### config.mk
export PLATFORM = sky130hd
export DESIGN_NAME = tcl_target_claim
export DESIGN_NICKNAME = d
export VERILOG_FILES = /design/src/rtl/tcl_pkg.sv /design/src/rtl/tcl_window_decode.sv /design/src/rtl/tcl_attr_map.sv /design/src/rtl/tcl_beat_step.sv /design/src/rtl/tcl_target_claim.sv
export SDC_FILE = /design/constraint.sdc
export NUM_CORES = 1
export LEC_CHECK = 0
export ABC_AREA = 1
export BUFFER_PORTS_ARGS = -buffer_cell sky130_fd_sc_hd__buf_4
export CORE_AREA = 2 2 130 132
export DETAILED_ROUTE_END_ITERATION = 10
export DIE_AREA = 0 0 132 134
export PLACE_DENSITY = 0.66
export REMOVE_ABC_BUFFERS = 1
export SLEW_MARGIN = 20
export SYNTH_ARGS = -nofsm -noshare
export SYNTH_HDL_FRONTEND = slang
export SYNTH_SLANG_ARGS = --single-unit
export TNS_END_PERCENT = 20
### constraint.sdc
create_clock -name clk -period 2.7 [get_ports clk]
set_input_delay 0.54 -clock clk [delete_from_list [all_inputs] [get_ports clk]]
set_output_delay 0.54 -clock clk [all_outputs]
set_load 0.1 [all_outputs]
### src/rtl/tcl_pkg.sv
package tcl_pkg;

    typedef enum logic [2:0] {
        ST_IDLE,
        ST_ATTR,
        ST_DECODE,
        ST_DATA,
        ST_SPLIT
    } tcl_state_e;

    localparam int CMD_W  = 4;
    localparam int ATTR_W = 4;
    localparam int NS_BIT = 1;
    localparam int RO_BIT = 2;

    localparam logic [CMD_W-1:0] CMD_MEM_WR   = 4'h7;
    localparam logic [CMD_W-1:0] CMD_BURST_RD = 4'hE;
    localparam logic [CMD_W-1:0] CMD_BURST_WR = 4'hF;

endpackage

### src/rtl/tcl_window_decode.sv
module tcl_window_decode
    import tcl_pkg::*;
#(
    parameter int              AW        = 32,
    parameter logic [AW-1:0]   WIN_BASE  = '0,
    parameter logic [AW-1:0]   WIN_LIMIT = '1
) (
    input  logic [AW-1:0]    addr,
    input  logic [CMD_W-1:0] cmd,
    output logic             hit,
    output logic             is_burst_rd
);
    logic in_window;
    logic cmd_served;

    always_comb begin
        in_window = (addr >= WIN_BASE) && (addr <= WIN_LIMIT);
        unique case (cmd)
            CMD_MEM_WR, CMD_BURST_WR, CMD_BURST_RD: cmd_served = 1'b1;
            default:                                cmd_served = 1'b0;
        endcase
        hit         = in_window && cmd_served;
        is_burst_rd = (cmd == CMD_BURST_RD);
    end
endmodule

### src/rtl/tcl_attr_map.sv
module tcl_attr_map
    import tcl_pkg::*;
(
    input  logic              no_snoop,
    input  logic              relaxed,
    output logic [ATTR_W-1:0] attr
);
    for (genvar b = 0; b < ATTR_W; b++) begin : g_bit
        if (b == NS_BIT) begin : g_ns
            assign attr[b] = no_snoop;
        end else if (b == RO_BIT) begin : g_ro
            assign attr[b] = relaxed;
        end else begin : g_zero
            assign attr[b] = 1'b0;
        end
    end
endmodule

### src/rtl/tcl_beat_step.sv
module tcl_beat_step #(
    parameter int AW         = 32,
    parameter int BEAT_BYTES = 8
) (
    input  logic [AW-1:0] cur,
    output logic [AW-1:0] nxt
);
    localparam logic [AW-1:0] STEP = AW'(BEAT_BYTES);

    assign nxt = cur + STEP;
endmodule

### src/rtl/tcl_target_claim.sv
module tcl_target_claim
    import tcl_pkg::*;
#(
    parameter int            AW         = 32,
    parameter int            BC_W       = 12,
    parameter int            BEAT_BYTES = 8,
    parameter logic [AW-1:0] WIN_BASE   = 32'h0001_0000,
    parameter logic [AW-1:0] WIN_LIMIT  = 32'h0003_FFFF
) (
    input  logic              clk,
    input  logic              rst_n,
    input  logic              bus_frame,
    input  logic [AW-1:0]     bus_addr,
    input  logic [3:0]        bus_cmd,
    input  logic              bus_no_snoop,
    input  logic              bus_relaxed,
    input  logic [BC_W-1:0]   bus_byte_cnt,
    input  logic              bus_data_valid,
    output logic              bus_devsel,
    output logic              bus_split_rsp,
    output logic [AW-1:0]     tgt_beat_addr,
    output logic              pkt_valid,
    input  logic              pkt_ready,
    output logic [AW-1:0]     pkt_addr,
    output logic [3:0]        pkt_cmd,
    output logic [3:0]        pkt_attr,
    output logic [BC_W-1:0]   pkt_byte_cnt,
    output logic              pkt_split
);
    typedef struct packed {
        tcl_state_e          fsm;
        logic                frame_prev;
        logic [AW-1:0]       addr;
        logic [CMD_W-1:0]    cmd;
        logic                ns;
        logic                ro;
        logic [BC_W-1:0]     bytes;
        logic                devsel;
        logic                split;
        logic [AW-1:0]       beat_addr;
        logic                pv;
        logic [AW-1:0]       p_addr;
        logic [CMD_W-1:0]    p_cmd;
        logic [ATTR_W-1:0]   p_attr;
        logic [BC_W-1:0]     p_bytes;
        logic                p_split;
    } tcl_regs_t;

    tcl_regs_t s_d, s_q;

    logic              win_hit;
    logic              burst_rd;
    logic [ATTR_W-1:0] mapped_attr;
    logic [AW-1:0]     beat_next;
    logic              slot_free;

    tcl_window_decode #(
        .AW        (AW),
        .WIN_BASE  (WIN_BASE),
        .WIN_LIMIT (WIN_LIMIT)
    ) decode_i (
        .addr        (s_q.addr),
        .cmd         (s_q.cmd),
        .hit         (win_hit),
        .is_burst_rd (burst_rd)
    );

    tcl_attr_map attr_i (
        .no_snoop (s_q.ns),
        .relaxed  (s_q.ro),
        .attr     (mapped_attr)
    );

    tcl_beat_step #(
        .AW         (AW),
        .BEAT_BYTES (BEAT_BYTES)
    ) step_i (
        .cur (s_q.beat_addr),
        .nxt (beat_next)
    );

    assign slot_free = !s_q.pv || pkt_ready;

    always_comb begin
        s_d            = s_q;
        s_d.frame_prev = bus_frame;

        if (s_q.pv && pkt_ready) begin
            s_d.pv = 1'b0;
        end

        unique case (s_q.fsm)
            ST_IDLE: begin
                if (bus_frame && !s_q.frame_prev) begin
                    s_d.addr = bus_addr;
                    s_d.cmd  = bus_cmd;
                    s_d.fsm  = ST_ATTR;
                end
            end
            ST_ATTR: begin
                s_d.ns    = bus_no_snoop;
                s_d.ro    = bus_relaxed;
                s_d.bytes = bus_byte_cnt;
                s_d.fsm   = ST_DECODE;
            end
            ST_DECODE: begin
                if (win_hit && slot_free) begin
                    s_d.devsel    = 1'b1;
                    s_d.pv        = 1'b1;
                    s_d.p_addr    = s_q.addr;
                    s_d.p_cmd     = s_q.cmd;
                    s_d.p_attr    = mapped_attr;
                    s_d.p_bytes   = s_q.bytes;
                    s_d.p_split   = burst_rd;
                    s_d.beat_addr = s_q.addr;
                    if (burst_rd) begin
                        s_d.split = 1'b1;
                        s_d.fsm   = ST_SPLIT;
                    end else begin
                        s_d.fsm   = ST_DATA;
                    end
                end else begin
                    s_d.fsm = ST_IDLE;
                end
            end
            ST_DATA: begin
                if (bus_data_valid) begin
                    s_d.beat_addr = beat_next;
                    if (!bus_frame) begin
                        s_d.devsel = 1'b0;
                        s_d.fsm    = ST_IDLE;
                    end
                end
            end
            ST_SPLIT: begin
                s_d.devsel = 1'b0;
                s_d.split  = 1'b0;
                s_d.fsm    = ST_IDLE;
            end
            default: begin
                s_d.fsm = ST_IDLE;
            end
        endcase
    end

    always_ff @(posedge clk or negedge rst_n) begin
        if (!rst_n) begin
            s_q <= '0;
        end else begin
            s_q <= s_d;
        end
    end

    assign bus_devsel    = s_q.devsel;
    assign bus_split_rsp = s_q.split;
    assign tgt_beat_addr = s_q.beat_addr;
    assign pkt_valid     = s_q.pv;
    assign pkt_addr      = s_q.p_addr;
    assign pkt_cmd       = s_q.p_cmd;
    assign pkt_attr      = s_q.p_attr;
    assign pkt_byte_cnt  = s_q.p_bytes;
    assign pkt_split     = s_q.p_split;
endmodule

# Word level (Yosys, flattened, before mapping)
# Index checks and enable logic that the tools add are counted.
# Widths: inputs -> output; s select.
[word_totals] reg_bits=140 word_cells=67 out_inout_bits=88
[classes] order_cmp=2 n_reduce_logical=19 n_mux=17 eq_ne=12 addsub=1
[ops] op="$mux 88" n=1
[ops] op="$pmux 32 s2" n=1
[ops] op="$mux 54" n=1
[ops] op="$add 32x4->32 const B" n=1
[ops] op="$ge 32x17->1 const B" n=1
[ops] op="$le 32x18->1 const B" n=1
[ops] op="$mux 32" n=1
[ops] op="$mux 3" n=5
[ops] op="$pmux 3 s4" n=1
[ops] op="$ne 2x2->1 const B" n=5
[ops] op="$reduce_and 3->1" n=3
[ops] op="$eq 4x4->1 const B" n=2
[ops] op="$eq 3x2->1 const B" n=2
[ops] op="$logic_and 1x1->1" n=5
[ops] op="$mux 1" n=5
[ops] op="$eq 4x3->1 const B" n=1
[ops] op="$reduce_and 2->1" n=2
[ops] op="$reduce_and 4->1" n=1
[ops] op="$reduce_bool 2->1" n=2
[ops] op="$eq 3x1->1 const B" n=1
[ops] op="$eq 3x3->1 const B" n=1
[ops] op="$logic_not 3->1" n=1
[ops] op="$pmux 1 s3" n=1
[ops] op="$reduce_bool 3->1" n=1
[ops] op="4 further kinds" n=5

# Depth between registers and ports, before layout
[depth] ltp_word=7 depth_mapped=11 ltp_nobuf=10

# Modules after synthesis
# From an unflattened synthesis, not the netlist that was laid out.
[hier_totals] cells_unflattened=985 area_unflattened_um2=7551.0
[by_module_without_submodules] mod="tcl_target_claim" instances=1 area_per_inst_um2=6603.8 cells_each=797
[by_module_without_submodules] mod="tcl_beat_step" instances=1 area_per_inst_um2=834.6 cells_each=164
[by_module_without_submodules] mod="tcl_window_decode" instances=1 area_per_inst_um2=78.8 cells_each=19
[by_module_without_submodules] mod="tcl_attr_map" instances=1 area_per_inst_um2=33.8 cells_each=5

# Least setup slack after synthesis
# No wires, ideal clock.
[synth_timing] path_type="reg-to-reg" startpoint="register s_q (netlist bit pkt_valid)" endpoint="register s_q (netlist bit pkt_cmd[1])" setup_slack_ps=708 setup_ps=127 required_time_ps=2573 stages_incl_launch_ff=8 arrival_ps=1865 n_path_buf=1 cell_sequence="dfrtp_1 -> nand2_1 -> nand4_1 -> nor2_4 -> nand3_4 -> inv_2 -> buf_4 -> or2_2"
[synth_between] elab_chain_len=4
[synth_rtl] item="from (decl)" line="tcl_target_claim.sv:49" source="tcl_regs_t s_d, s_q;"
[synth_rtl] item="from (signal assigned)" line="tcl_target_claim.sv:148" source="s_q <= '0;"
[synth_rtl] item="from (signal assigned)" line="tcl_target_claim.sv:150" source="s_q <= s_d;"
[synth_rtl] item="$logic_not 1->1" line="tcl_target_claim.sv:82" source="assign slot_free = !s_q.pv || pkt_ready;"
[synth_rtl] item="$logic_or 1x1->1" line="tcl_target_claim.sv:82"
[synth_rtl] item="$logic_and 1x1->1" line="tcl_target_claim.sv:107" source="if (win_hit && slot_free) begin"
[synth_rtl] item="$reduce_and 2->1 (no line)"
# Every way passes these cells.
# A chain may end at the register's enable or synchronous reset.

# Worst setup path after layout
[layout_timing] startpoint="register s_q (netlist bit tgt_beat_addr[3])" endpoint="register s_q (netlist bit tgt_beat_addr[15])"
[layout_between] elab_chain_len=3
[layout_rtl] item="$add 32x4->32" line="tcl_beat_step.sv:10" source="assign nxt = cur + STEP;"
[layout_rtl] item="$mux 32" line="tcl_target_claim.sv:127" source="if (bus_data_valid) begin"
[layout_rtl] item="$pmux 32 s2" line="tcl_target_claim.sv:92" source="unique case (s_q.fsm)"
# Every way passes these cells. The select of a mux whose other input is x is not followed.

==> impl_metrics.ini <==
[status]
run_status = complete, no violations

[worst_setup_path]
crit_family = simple AND/OR/NAND/NOR gates
critPathBufInv = 1
critical-path-max-stage-delay_ns = 0.46
worstReg2RegEnd = tgt_beat_addr[15]
cp_cell_sequence = ha_1, nand3_1, inv_1, nand2_1, nor2_1, or2_2, nand2_1, nand2_1, nand2_1, nand2_1
worstSetupStartpointType = flip-flop
cp.arrival_ns = 2.32
end_kind = flip-flop
crit_top_cell = nand2_1
crit_slowest_cell = dfrtp_1
r2r_cells = 10
rrSetupSlack_ns = 0.69
crit_required_ns = 3.01
path_max_fanout = 7
path_class = flip-flop to flip-flop
r2r-start = tgt_beat_addr[3]

[global_route]
antenna_found_initial = 0
grt_max_degree = 65
grt-ovfl-total = 0
grt_use_total_pct = 19.6
grt_pass1_wl_um = 27600
first_global_vias = 5611

[logic_synthesis]
synth_top_area_share_pct = 48.8
ys_seq_elements = 140
async_reset_ff_share_pct = 100
seq_area_frac_synth_pct = 48.8
ys_types = 33
yosys_warnings = 0
syn-cell-area_um2 = 7170
synth_area_leader_cell = dfrtp_1
synth-edff-count = 0
synthMuxAreaShare_pct = 4.55
synth-simple-area-share_pct = 25.8
synth_top_family_by_area = simple AND/OR/NAND/NOR gates
avgSynthCellArea_um2 = 8.20
synthTopCellsByArea = dfrtp_1 49%, nand2_1 12%, buf_4 9.3%
syn-instance-count = 875
synth-compound-area-share_pct = 4.82
synthAdderAreaFrac_pct = 0.174
synth_ff_type = dfrtp_1
synthXorXnorAreaFrac_pct = 0.611

[route]
detail_route.vias_per_cell = 4.82
wl_per_cell_um = 14.0
totalWireLength_um = 16300
drt-initial-drc-count = 287
ant_nets = 0
dr.pass1.iters = 7
drc = 0
vias = 5618

[clock_network]
cts_tree = yes
cts_sinks = 140
h-tree-depth = 4
clk_latency_ns = 0.43
cts_root_buffer = clkbuf_16
cts_setup_buffers = 0
numCtsBuffers = 17
cts.path.max_buffers = 2
cts_hold_buf = 0
cts_resized = 0
clkTransAtPathRegs_ns = 0.06

[timing]
rsz0062_at_grt = false
fin_crit_sh_pct = 74.4
setup_viol_count_final = 0
tightest_slew_ns = 0.824
period_needed_ns = 2.01
setup_tns_ns = 0
max_freq_mhz = 498
finalHoldViolCount = 0
fin_skew_ns = 0.0133
relSlewSlack_pct = 44.9
report.final.slew_viol_count = 0

[floorplan]
die_y_um = 134
start_util_pct = 44.0
row_count = 47
io_pins = 143
dieArea_um2 = 17700
dieWidth_um = 132
core_um2 = 16300

[layout]
final.fill_count = 1614
design_area_um2 = 8390
area_growth_pct = 17.0
drive_gt1_share_pct = 23.2
antenna_cells = 0
layout.nets = 988
final_core_util_pct = 51.5

[power_and_ir_drop]
p_leak_nw = 4.28
ir_worst_vdd_mv = 0.600
pwr_density_cell_nw_per_um2 = 799

[placement]
gp_congestion = 0.875
placement.io_buffers = 140
placed_area_um2 = 7810
hpwlAfterDp_um = 11400

[min_path]
hp-class = input port to async pin

[job]
cap_violations = 0
==> placed cells by master (no fill, tap or decap), types with 2 or more instances in the layout <==
cell type and instances:
a21oi_1 28, buf_12 2, buf_4 147, clkbuf_16 17, clkinv_4 2, clkinvlp_4 3
conb_1 2, dfrtp_1 140, inv_1 74, inv_2 3, inv_6 6, mux2_1 7
mux2_2 22, nand2_1 236, nand2_2 2, nand3_1 70, nand3b_1 6, nand4_1 8
nor2_1 107, nor2_4 2, o21ai_0 14, o21ai_1 21, o21bai_1 2, or2_2 5
xnor2_1 3, xor2_1 2
==> registers in the layout, indices dropped and copies added, names as in the netlist <==
name           count
s_q               54
pkt_addr          32
tgt_beat_addr     32
pkt_byte_cnt      12
pkt_cmd            4
pkt_attr           2
bus_devsel         1
bus_split_rsp      1
pkt_split          1
pkt_valid          1
==> Yosys cell counts (2+ instances only) <==
cell type and n:
xor2_1 2, xnor2_1 3, nand3b_1 6, o21bai_1 2, nand3_1 70, or2_2 5, inv_1 74, a21oi_1 28
mux2_2 22, nor2_1 108, o21ai_0 14, nand2_1 236, clkbuf_1 10, nand2_2 2, buf_6 4, mux2_1 7
inv_2 3, o21ai_1 21, buf_2 9, buf_4 89, dfrtp_1 140, nand4_1 8, nor2_4 2
==> per-stage QoR <==
stage	hold WS, ns	std cells	total power [mW]	worst slack [ns]
after floorplan	0.244	763	3.96	-0.541
after global placement	0.446	1133	4.44	0.628
after detailed placement	0.454	1133	4.47	0.570
after CTS	0.0758	1165	6.80	0.719
after global routing	0.0871	1165	7.12	0.459
final	0.0653	1165	6.70	0.691
==> power breakdown <==
group	total (mW)	switching (mW)	internal, mW
registers	2.78	0.254	2.53
logic	1.63	1.06	0.565
clock network	2.29	0.997	1.30
total	6.70	2.31	4.39
==> layer usage <==
layer  wire length (um)  track usage, %  part of all wire [%]  up-vias
li1                   -               -                     -     2775
met1               7270            24.8                    45     2667
met2               7580            31.8                    46      159
met3               1250            7.37                   7.7       17
met4                210            5.56                   1.3        0
met5                  0               0                     0        -
==> worst max path at each step <==
stage,start,to,cells past startpoint
floorplan,s_q[139],tgt_beat_addr[19],6
global placement,pkt_ready,pkt_addr[2],9
detailed placement,pkt_ready,tgt_beat_addr[1],10
CTS,s_q[129],tgt_beat_addr[1],9
global route,s_q[129],tgt_beat_addr[1],9
finish,tgt_beat_addr[3],tgt_beat_addr[15],10
==> cell type report <==
| type | count | area, um^2 | area share (%) |
|---|---|---|---|
| tap | 220 | 275 | 3.28 |
| inverter | 77 | 289 | 3.45 |
| timing repair buffer | 150 | 1150 | 13.8 |
| sequential | 140 | 3500 | 41.8 |
| multi-input combinational | 546 | 2590 | 30.8 |
| clock buffer | 17 | 425 | 5.07 |
| clock inverter | 15 | 155 | 1.85 |
==> cell families (layout without fill, tap and decap cells) <==
kind of cell / Yosys count / in the layout
buffers and inverters: 190 / 259
and+or+nand+nor: 442 / 442
adders and majority gates: 1 / 1
xor gates and xnor gates: 5 / 5
muxes: 29 / 29
AOI/OAI and AO/OA: 67 / 67
other: 1 / 2
DFF: 140 / 140
No activity file was read; power rests on OpenSTA's default activity.
